**config.mk**
```make
export PLATFORM = sky130hd
export DESIGN_NAME = sample_transposer
export DESIGN_NICKNAME = d
export VERILOG_FILES = /design/src/rtl/xpose_pkg.sv /design/src/rtl/xpose_byte_pair.sv /design/src/rtl/xpose_chan_seq.sv /design/src/rtl/xpose_accum.sv /design/src/rtl/sample_transposer.sv
export SDC_FILE = /design/constraint.sdc
export NUM_CORES = 1
export LEC_CHECK = 0
export CAP_MARGIN = 20
export CORE_ASPECT_RATIO = 0.7
export CORE_MARGIN = 3
export CORE_UTILIZATION = 49
export CTS_CLUSTER_SIZE = 8
export DETAILED_ROUTE_END_ITERATION = 6
export PLACE_DENSITY = 0.67
export SLEW_MARGIN = 40
export SYNTH_ARGS = -nofsm -noshare
export SYNTH_HDL_FRONTEND = slang
export SYNTH_SLANG_ARGS = --single-unit
```
**constraint.sdc**
```tcl
create_clock -name clk -period 3.1 [get_ports clk]
set_clock_uncertainty 0.15 [all_clocks]
set_input_delay 0.465 -clock clk [delete_from_list [all_inputs] [get_ports clk]]
set_output_delay 0.465 -clock clk [all_outputs]
set_load 0.01 [all_outputs]
```
**src/rtl/xpose_pkg.sv**
```systemverilog
package xpose_pkg;
  typedef enum logic {PH_LOW = 1'b0, PH_HIGH = 1'b1} byte_phase_e;
endpackage

```
**src/rtl/xpose_byte_pair.sv**
```systemverilog
module xpose_byte_pair #(
  parameter int BYTE_W = 8,
  localparam int WORD_W = 2 * BYTE_W
) (
  input  logic              clk,
  input  logic              rst_n,
  input  logic              clear,
  input  logic              take,
  input  logic [BYTE_W-1:0] byte_in,
  input  logic              last,
  output logic              word_fire,
  output logic [WORD_W-1:0] word,
  output logic              odd_pulse
);
  import xpose_pkg::*;

  byte_phase_e       phase;
  logic [BYTE_W-1:0] low_q;

  assign word      = {byte_in, low_q};
  assign word_fire = take && (phase == PH_HIGH);

  always_ff @(posedge clk) begin
    if (!rst_n) begin
      phase     <= PH_LOW;
      low_q     <= '0;
      odd_pulse <= 1'b0;
    end else begin
      odd_pulse <= 1'b0;
      if (clear) begin
        phase <= PH_LOW;
      end else if (take) begin
        if (phase == PH_LOW) begin
          if (last) begin
            odd_pulse <= 1'b1;      // stray byte dropped, pairing restarts
          end else begin
            low_q <= byte_in;
            phase <= PH_HIGH;
          end
        end else begin
          phase <= PH_LOW;
        end
      end
    end
  end
endmodule

```
**src/rtl/xpose_chan_seq.sv**
```systemverilog
module xpose_chan_seq #(
  parameter int NCH = 16,
  localparam int CW = $clog2(NCH)
) (
  input  logic           clk,
  input  logic           rst_n,
  input  logic           start,
  input  logic [NCH-1:0] mask_in,
  input  logic           advance,
  output logic [NCH-1:0] mask_q,
  output logic [CW-1:0]  cur_ch,
  output logic           frame_end,
  output logic           running
);
  function automatic logic [CW-1:0] lowest_en(input logic [NCH-1:0] m);
    logic [CW-1:0] r;
    r = '0;
    for (int i = NCH - 1; i >= 0; i--)
      if (m[i]) r = i[CW-1:0];
    return r;
  endfunction

  function automatic logic [CW-1:0] highest_en(input logic [NCH-1:0] m);
    logic [CW-1:0] r;
    r = '0;
    for (int i = 0; i < NCH; i++)
      if (m[i]) r = i[CW-1:0];
    return r;
  endfunction

  function automatic logic [CW-1:0] after_en(input logic [NCH-1:0] m,
                                             input logic [CW-1:0]  c);
    logic [CW-1:0] r;
    logic          hit;
    r   = lowest_en(m);
    hit = 1'b0;
    for (int i = 0; i < NCH; i++)
      if (!hit && m[i] && (i > int'(c))) begin
        r   = i[CW-1:0];
        hit = 1'b1;
      end
    return r;
  endfunction

  assign frame_end = (|mask_q) && (cur_ch == highest_en(mask_q));

  always_ff @(posedge clk) begin
    if (!rst_n) begin
      mask_q  <= '0;
      cur_ch  <= '0;
      running <= 1'b0;
    end else if (start) begin
      mask_q  <= mask_in;
      cur_ch  <= lowest_en(mask_in);
      running <= 1'b1;
    end else if (advance && (|mask_q)) begin
      cur_ch <= after_en(mask_q, cur_ch);
    end
  end
endmodule

```
**src/rtl/xpose_accum.sv**
```systemverilog
module xpose_accum #(
  parameter int NCH  = 16,
  parameter int SAMP = 16,
  localparam int CW = $clog2(NCH),
  localparam int IW = $clog2(SAMP)
) (
  input  logic            clk,
  input  logic            rst_n,
  input  logic            clear,
  input  logic            load,
  input  logic [CW-1:0]   ch,
  input  logic [SAMP-1:0] word,
  input  logic            frame_end,
  input  logic            out_ready,
  output logic            out_valid,
  output logic [NCH-1:0]  out_sample,
  output logic            draining,
  output logic            drain_done
);
  logic [NCH-1:0] acc [SAMP];
  logic [NCH-1:0] ch_bit;
  logic [IW-1:0]  idx;

  assign ch_bit     = {{(NCH-1){1'b0}}, 1'b1} << ch;
  assign out_valid  = draining;
  assign out_sample = acc[idx];
  assign drain_done = draining && out_ready && (idx == IW'(SAMP - 1));

  for (genvar k = 0; k < SAMP; k++) begin : g_acc
    always_ff @(posedge clk) begin
      if (!rst_n || clear || drain_done)
        acc[k] <= '0;
      else if (load && word[SAMP-1-k])
        acc[k] <= acc[k] | ch_bit;
    end
  end

  always_ff @(posedge clk) begin
    if (!rst_n || clear) begin
      draining <= 1'b0;
      idx      <= '0;
    end else if (drain_done) begin
      draining <= 1'b0;
      idx      <= '0;
    end else if (draining && out_ready) begin
      idx <= idx + 1'b1;
    end else if (load && frame_end) begin
      draining <= 1'b1;
    end
  end
endmodule

```
**src/rtl/sample_transposer.sv**
```systemverilog
module sample_transposer #(
  parameter int NCH    = 16,
  parameter int BYTE_W = 8,
  localparam int SAMP = 2 * BYTE_W,
  localparam int CW   = $clog2(NCH)
) (
  input  logic              clk,
  input  logic              rst_n,
  input  logic              start,
  input  logic [NCH-1:0]    chan_en,
  input  logic              in_valid,
  input  logic [BYTE_W-1:0] in_byte,
  input  logic              in_last,
  output logic              in_ready,
  output logic              out_valid,
  output logic [NCH-1:0]    out_sample,
  input  logic              out_ready,
  output logic              odd_err
);
  logic            take, word_fire, load, frame_end, running, draining, drain_done;
  logic [SAMP-1:0] word;
  logic [NCH-1:0]  mask_q;
  logic [CW-1:0]   cur_ch;

  assign in_ready = running && !draining;
  assign take     = in_valid && in_ready;
  assign load     = word_fire && (|mask_q);

  xpose_byte_pair #(.BYTE_W(BYTE_W)) u_pair (
    .clk(clk), .rst_n(rst_n), .clear(start), .take(take), .byte_in(in_byte),
    .last(in_last), .word_fire(word_fire), .word(word), .odd_pulse(odd_err)
  );

  xpose_chan_seq #(.NCH(NCH)) u_seq (
    .clk(clk), .rst_n(rst_n), .start(start), .mask_in(chan_en),
    .advance(word_fire), .mask_q(mask_q), .cur_ch(cur_ch),
    .frame_end(frame_end), .running(running)
  );

  xpose_accum #(.NCH(NCH), .SAMP(SAMP)) u_acc (
    .clk(clk), .rst_n(rst_n), .clear(start), .load(load), .ch(cur_ch),
    .word(word), .frame_end(frame_end), .out_ready(out_ready),
    .out_valid(out_valid), .out_sample(out_sample), .draining(draining),
    .drain_done(drain_done)
  );
endmodule

```
==> metrics.yaml, run 1 <==
placed_design:
  port-buffer-count: 48
  dp_hpwl_microns: 26100
  dp_slack_ns: 0.249
  gp_congestion: 0.856
  dp.cells: 1723
worst_setup_path:
  path_delay_family: "multiplexers"
  rr_worst_depth: 6
  crit_cells: 6
  start_kind: "flip-flop"
  cp.required_ns: 2.48
  cpMaxStageDelayCell: "mux4_2"
  arrival_ns: 2.48
  cp_cell_sequence: "buf_4 -> buf_16 -> buf_4 -> mux4_2 -> mux4_2 -> buf_6"
  crit_type: "reg2out"
  critPathMaxStageDelay_ns: 0.51
  endpoint: "out_sample[0]"
  crit_fanout: 8
  rrSetupSlack_ns: 0.52
  r2r_end: "u_seq.cur_ch[2]$_SDFFE_PN0P_"
  endpoint_kind: "output pin"
  reg2reg_from: "u_seq.cur_ch[3]$_SDFFE_PN0P_"
  cp.buffers_inverters: 4
timing:
  period_share: 1.00
  layout_min_cycle_time_ns: 3.10
  slew_headroom: 0.487
  final-setup-viol-count: 0
  rsz0062_at_grt: "true"
  fmax_mhz: 323
  hold_viol_final: 0
  slew_viol_final: 0
  tightest_slew_ns: 0.768
  layout_setup_ws_ns: 0.00140
clocking:
  clkLatencyLatePin_ns: 0.54
  cts_sinks: 296
  cts_tree: "built"
  cts.clk_slew.worst_paths_ns: 0.05
  cts_made_buffers: 42
  clockBufferDepth: 3
  h-tree-depth: 2
  root_buffer: "clkbuf_16"
power:
  powerDensity_nw_per_um2: 551
  leakagePower_nw: 6.11
  ir_drop_v: 0.000443
grt:
  antenna_found_initial: 0
  grt_max_degree: 30
  grt_overflow_total: 0
  grt_pass1_wl_microns: 65600
  grt_use_total: 0.273
  grt_pass1_vias: 10300
floorplanning:
  row_count: 52
  die-area_sq_um: 32400
  die_w_microns: 214
  initial_utilization: 0.506
  core_sq_um: 29300
  io_pins: 49
  die-height_microns: 152
yosys:
  synthFlopType: "edfxtp_1"
  synth-seq-cells: 296
  seq_area_frac_synth: 0.572
  synthesis.nets: 1326
  synth_cell_types: 71
  ys_async_sr_fraction: 0
  synth-edff-count: 256
  ys_warn_count: 0
  syn_area_sq_um: 14800
  syn_avg_cell_area_sq_um: 11.5
  synth_cells: 1295
final_layout:
  antennaDiodeCount: 0
  drive_gt1_frac: 0.179
  nNetsFinal: 1412
  stdcell_count: 1810
  syn_to_final_growth_pct: 16.6
route:
  drt_iter0_markers: 1561
  wire_per_inst_microns: 24.1
  detail-route-antenna-nets: 0
  routed_wl_microns: 43500
  via_per_inst: 6.03
  first_pass_iters: 5
  vias: 10900
  drc_errors: 0
flow_run:
  maxCapViolCount: 0
min_path:
  hp-class: "reg2reg"
status:
  status: "complete, no violations"
## cell usage in the layout (no fill, tap or decap), types with 7 or more instances in the layout
cell / count
nor2b_1: 29
clkdlybuf4s50_1: 32
nand3_1: 8
dfxtp_1: 38
clkbuf_1: 23
buf_4: 59
inv_1: 13
buf_2: 11
nor2_1: 552
mux4_2: 80
nand2_1: 55
nand2_8: 9
buf_12: 11
mux2i_1: 24
nor3_1: 7
a21oi_1: 17
clkbuf_16: 43
o31ai_1: 9
edfxtp_1: 256
o21ai_0: 15
nand2b_1: 10
## stage by stage
| step | setup TNS [ns] | util | total power [mW] | instance area, sq um | hold slack, ns |
|---|---|---|---|---|---|
| floorplan | 0 | - | 5.09 | 14800 | 0.312 |
| global placement | 0 | 0.542 | 5.38 | 15900 | 0.329 |
| global route | -0.237 | 0.590 | 9.84 | 17300 | 0.375 |
| detailed placement | 0 | 0.543 | 5.39 | 15900 | 0.332 |
| finish | 0 | 0.590 | 9.53 | 17300 | 0.341 |
| CTS | -0.0358 | 0.589 | 9.56 | 17300 | 0.340 |
## worst min path at each step
stage          cells past startpoint                           to  slack (ns)                  startpoint
5_1_grt                            1   u_seq.running$_SDFFE_PN0P_        0.37  u_seq.running$_SDFFE_PN0P_
6_report                           1   u_seq.running$_SDFFE_PN0P_        0.34  u_seq.running$_SDFFE_PN0P_
2_1_floorplan                      1   u_seq.running$_SDFFE_PN0P_        0.31  u_seq.running$_SDFFE_PN0P_
4_1_cts                            3  u_pair.odd_pulse$_SDFF_PP0_        0.34                     in_last
3_5_place_dp                       1   u_seq.running$_SDFFE_PN0P_        0.33  u_seq.running$_SDFFE_PN0P_
3_3_place_gp                       1   u_seq.running$_SDFFE_PN0P_        0.33  u_seq.running$_SDFFE_PN0P_
## power by group
group	internal [mW]	switching (mW)	total [mW]
sequential	4.48	0.137	4.62
combinational	0.299	0.421	0.719
clock	2.50	1.70	4.19
## cells by family (layout without fill, tap and decap cells)
family / Yosys count / in the layout / share of synthesized area
adder cells (fa/ha/maj): 1 / 1 / 0.000843
multiplexers: 105 / 105 / 0.138
XOR/XNOR: 5 / 5 / 0.00295
flip-flops: 296 / 296 / 0.572
AND/OR/NAND/NOR: 705 / 705 / 0.206
AO/OA/AOI/OAI: 87 / 87 / 0.0411
buffers and inverters: 96 / 206 / 0.0388
## what timing repair did
action,in CTS,in global routing
setup buffers,13,3
gates cloned,4,1
hold buffers,0,0
setup endpoints to repair,16,12
resized for setup,69,4
## synthesized netlist by cell type, types with 10 or more instances
master | number | area, sq um
a21oi_1 | 17 | 85.1
buf_2 | 23 | 115
buf_4 | 14 | 105
buf_6 | 14 | 158
clkbuf_1 | 25 | 93.8
dfxtp_1 | 40 | 801
edfxtp_1 | 256 | 7690
inv_1 | 13 | 48.8
mux2i_1 | 24 | 240
mux4_2 | 80 | 1800
nand2_1 | 55 | 206
nand2b_1 | 10 | 62.6
nor2_1 | 556 | 2090
nor2b_1 | 30 | 188
nor3_1 | 11 | 55.1
o21ai_0 | 15 | 75.1
## final cells by class
cell class / instances / area (sq um)
Clock buffer: 65 / 1140
Clock inverter: 3 / 33.8
Fill cell: 2378 / 12000
Inverter: 14 / 52.6
Multi-Input combinational cell: 903 / 5830
Sequential cell: 296 / 8500
Tap cell: 405 / 507
Timing Repair Buffer: 124 / 1250
## registers in the layout (all words and copies together) (netlist names), named ones only
register,flops
u_acc.idx,4
u_pair.low_q,8
u_acc.draining,1
u_acc.acc,256
u_pair.odd_pulse,1
u_seq.cur_ch,4
u_pair.phase,1
u_seq.running,1
u_seq.mask_q,16
## per-layer routing
metal | up-vias | global-route usage | routed length [microns] | share of wire
met5 | - | 0 | 0 | 0
met4 | 0 | 0.0428 | 463 | 0.011
met3 | 46 | 0.0881 | 6120 | 0.14
met2 | 710 | 0.393 | 18200 | 0.42
met1 | 5407 | 0.413 | 18700 | 0.43
li1 | 4757 | - | - | -
Power figures use the tool's default switching activity.
==> run 2: changes to the inputs <==
SETUP_SLACK_MARGIN = 0.4   (was not set)
==> run 2 against run 1 <==
  * Via count decreased by 0.13%
  * Design area up 0.89%
  * Non-clock buffer count rose by 1
  * Sequential power about the same
  * Power increased by 0.16%
  * Routed wire length rose by 0.39%
  * Critical path type unchanged
  * Largest power group unchanged
==> metrics.yaml, run 2 (same netlist as run 1, synthesis figures left out) <==
status:
  status: "complete, no violations"
grt:
  grt_pass1_wl_microns: 66000  # +0.55%
  grt_use_total: 0.274  # +0.00143
  antenna_found_initial: 0  # unchanged
  grt_pass1_vias: 10400  # +0.80%
  grt_overflow_total: 0  # unchanged
  grt_max_degree: 30  # unchanged
timing:
  slew_viol_final: 0  # unchanged
  tightest_slew_ns: 0.758  # -0.0106 ns
  period_share: 0.997  # -0.00239
  final-setup-viol-count: 0  # unchanged
  slew_headroom: 0.494  # +0.00707
  hold_slack_ns: 0.343  # +0.00223 ns
  rsz0062_at_grt: "true"
  fmax_mhz: 324  # +0.24%
  finalSetupTns_ns: 0  # unchanged
  layout_min_cycle_time_ns: 3.09  # -0.00742 ns
  hold_viol_final: 0  # unchanged
worst_setup_path:
  arrival_ns: 2.48  # about the same
  critPathMaxStageDelay_ns: 0.58  # +0.07 ns
  start_kind: "flip-flop"
  rr_worst_depth: 7  # +1
  crit_fanout: 8  # unchanged
  cpMaxStageDelayCell: "mux4_2"
  reg2reg_from: "u_seq.mask_q[13]$_SDFFE_PN0P_"
  cp_cell_sequence: "buf_6 -> buf_16 -> mux4_2 -> mux4_2 -> buf_6"
  r2r_end: "u_acc.acc[12][3]$_SDFFCE_PN0P_"
  cp.required_ns: 2.48  # about the same
  rrSetupSlack_ns: 0.57  # +0.05 ns
  crit_type: "reg2out"
  endpoint_kind: "output pin"
clocking:
  clockBufferDepth: 3  # unchanged
  h-tree-depth: 2  # unchanged
  cts.clk_slew.worst_paths_ns: 0.05  # about the same
  cts_sinks: 296  # unchanged
  cts_made_buffers: 42  # unchanged
  root_buffer: "clkbuf_16"
  clkLatencyLatePin_ns: 0.54  # about the same
  cts_tree: "built"
final_layout:
  nNetsFinal: 1413  # +0.071%
  final_common_cell: "nor2_1"
  mostFrequentLayoutCells: "552 x nor2_1, 256 x edfxtp_1, 80 x mux4_2"
  reg.largest.list: "u_acc.acc (256), u_seq.mask_q (16), u_pair.low_q (8)"
  top_register: "u_acc.acc"
  drive_gt1_frac: 0.181  # +0.00201
  antennaDiodeCount: 0  # unchanged
  largest_reg_flops: 256  # unchanged
  final_util: 0.595  # +0.00524
  syn_to_final_growth_pct: 17.6
placed_design:
  gp_congestion: 0.856  # unchanged
  port-buffer-count: 48  # unchanged
  dp_hpwl_microns: 26100  # unchanged
min_path:
  hold_path.startpoint: "u_seq.running$_SDFFE_PN0P_"
  worstHoldPathCells: 1  # unchanged
  worst_hold_path.endpoint: "u_seq.running$_SDFFE_PN0P_"
  hp-class: "reg2reg"
floorplanning:
  io_pins: 49  # unchanged
  row_count: 52  # unchanged
  die-area_sq_um: 32400  # unchanged
  die_w_microns: 214  # unchanged
  initial_utilization: 0.506  # unchanged
  core_sq_um: 29300  # unchanged
  die-height_microns: 152  # unchanged
power:
  ir_drop_v: 0.000451  # +1.8%
  leakagePower_nw: 6.15  # +0.64%
  powerDensity_nw_per_um2: 547  # -0.73%
flow_run:
  maxCapViolCount: 0  # unchanged
route:
  first_pass_iters: 5  # unchanged
  drt_iter0_markers: 1428  # -8.5%
  drc_errors: 0  # unchanged
  wire_per_inst_microns: 24.1  # +0.33%
  detail-route-antenna-nets: 0  # unchanged
  via_per_inst: 6.02  # -0.18%
  routed_wl_microns: 43700  # +0.39%
  vias: 10900  # -0.13%
==> run 2: changes by cell type in the layout (fill, tap and decap cells not counted), sizes merged <==
cell	change
buf	+3
clkbuf	-2
==> run 2: repair_timing <==
item,in CTS,in global routing
gates resized for setup,98,2
setup buffers,14,0
hold buffers,0,0
setup endpoints to repair,16,18
cloned,6,0
==> run 2: how the worst max path moves through the flow <==
stage               startpoint             end  slack [ns]  depth (start not counted)
finish               flip-flop  out_sample[13]       0.009                          5
global route         flip-flop   out_sample[8]       -0.04                          5
CTS                  flip-flop  out_sample[13]        0.02                          5
detailed placement   flip-flop  out_sample[13]        0.25                          4
global placement     flip-flop  out_sample[13]        0.27                          4
floorplan            flip-flop   out_sample[0]        0.54                          5
==> run 2: power breakdown <==
group / switching (mW) / leakage (nW) / internal (mW)
sequential: 0.137 / 3.18 / 4.48
combinational: 0.423 / 2.40 / 0.306
clock: 1.70 / 0.561 / 2.50
total: 2.26 / 6.15 / 7.28
==> run 2: critical path, delay by kind of cell, from the launching register on <==
| kind | cells | cell delay [ns] |
|---|---|---|
| buffers and inverters | 3 | 0.46 |
| DFF | 1 | 0.38 |
| muxes | 2 | 1.09 |
==> run 2: cell type report <==
type,instances,area (sq um)
multi-input cells,903,5830
well taps,405,507
clock buffers,65,1140
flip-flops and latches,296,8500
inverters,14,52.6
fillers,2358,11900
repair buffers,125,1400
clock inverters,3,33.8
==> run 2: metrics by stage <==
stage	worst slack, ns	total power [mW]	cells	instance area, sq um
after global placement	0.272	5.38	1723	15900
after detailed placement	0.249	5.39	1723	15900
final	0.00882	9.54	1811	17500
after floorplan	0.542	5.09	1295	14800
after CTS	0.0190	9.57	1811	17500
after global routing	-0.0427	9.84	1811	17500
==> run 2: routing by layer <==
metal	track usage	share of wire	up-vias
met5	0	0	-
met3	0.0875	0.13	42
met4	0.0468	0.011	0
li1	-	-	4759
met2	0.394	0.42	656
met1	0.416	0.44	5449
==> run 3: changes to the inputs <==
SKIP_LAST_GASP = 1   (was not set)
==> results of run 3 <==
Final layout, timing and power as in run 2 (identical DEF).
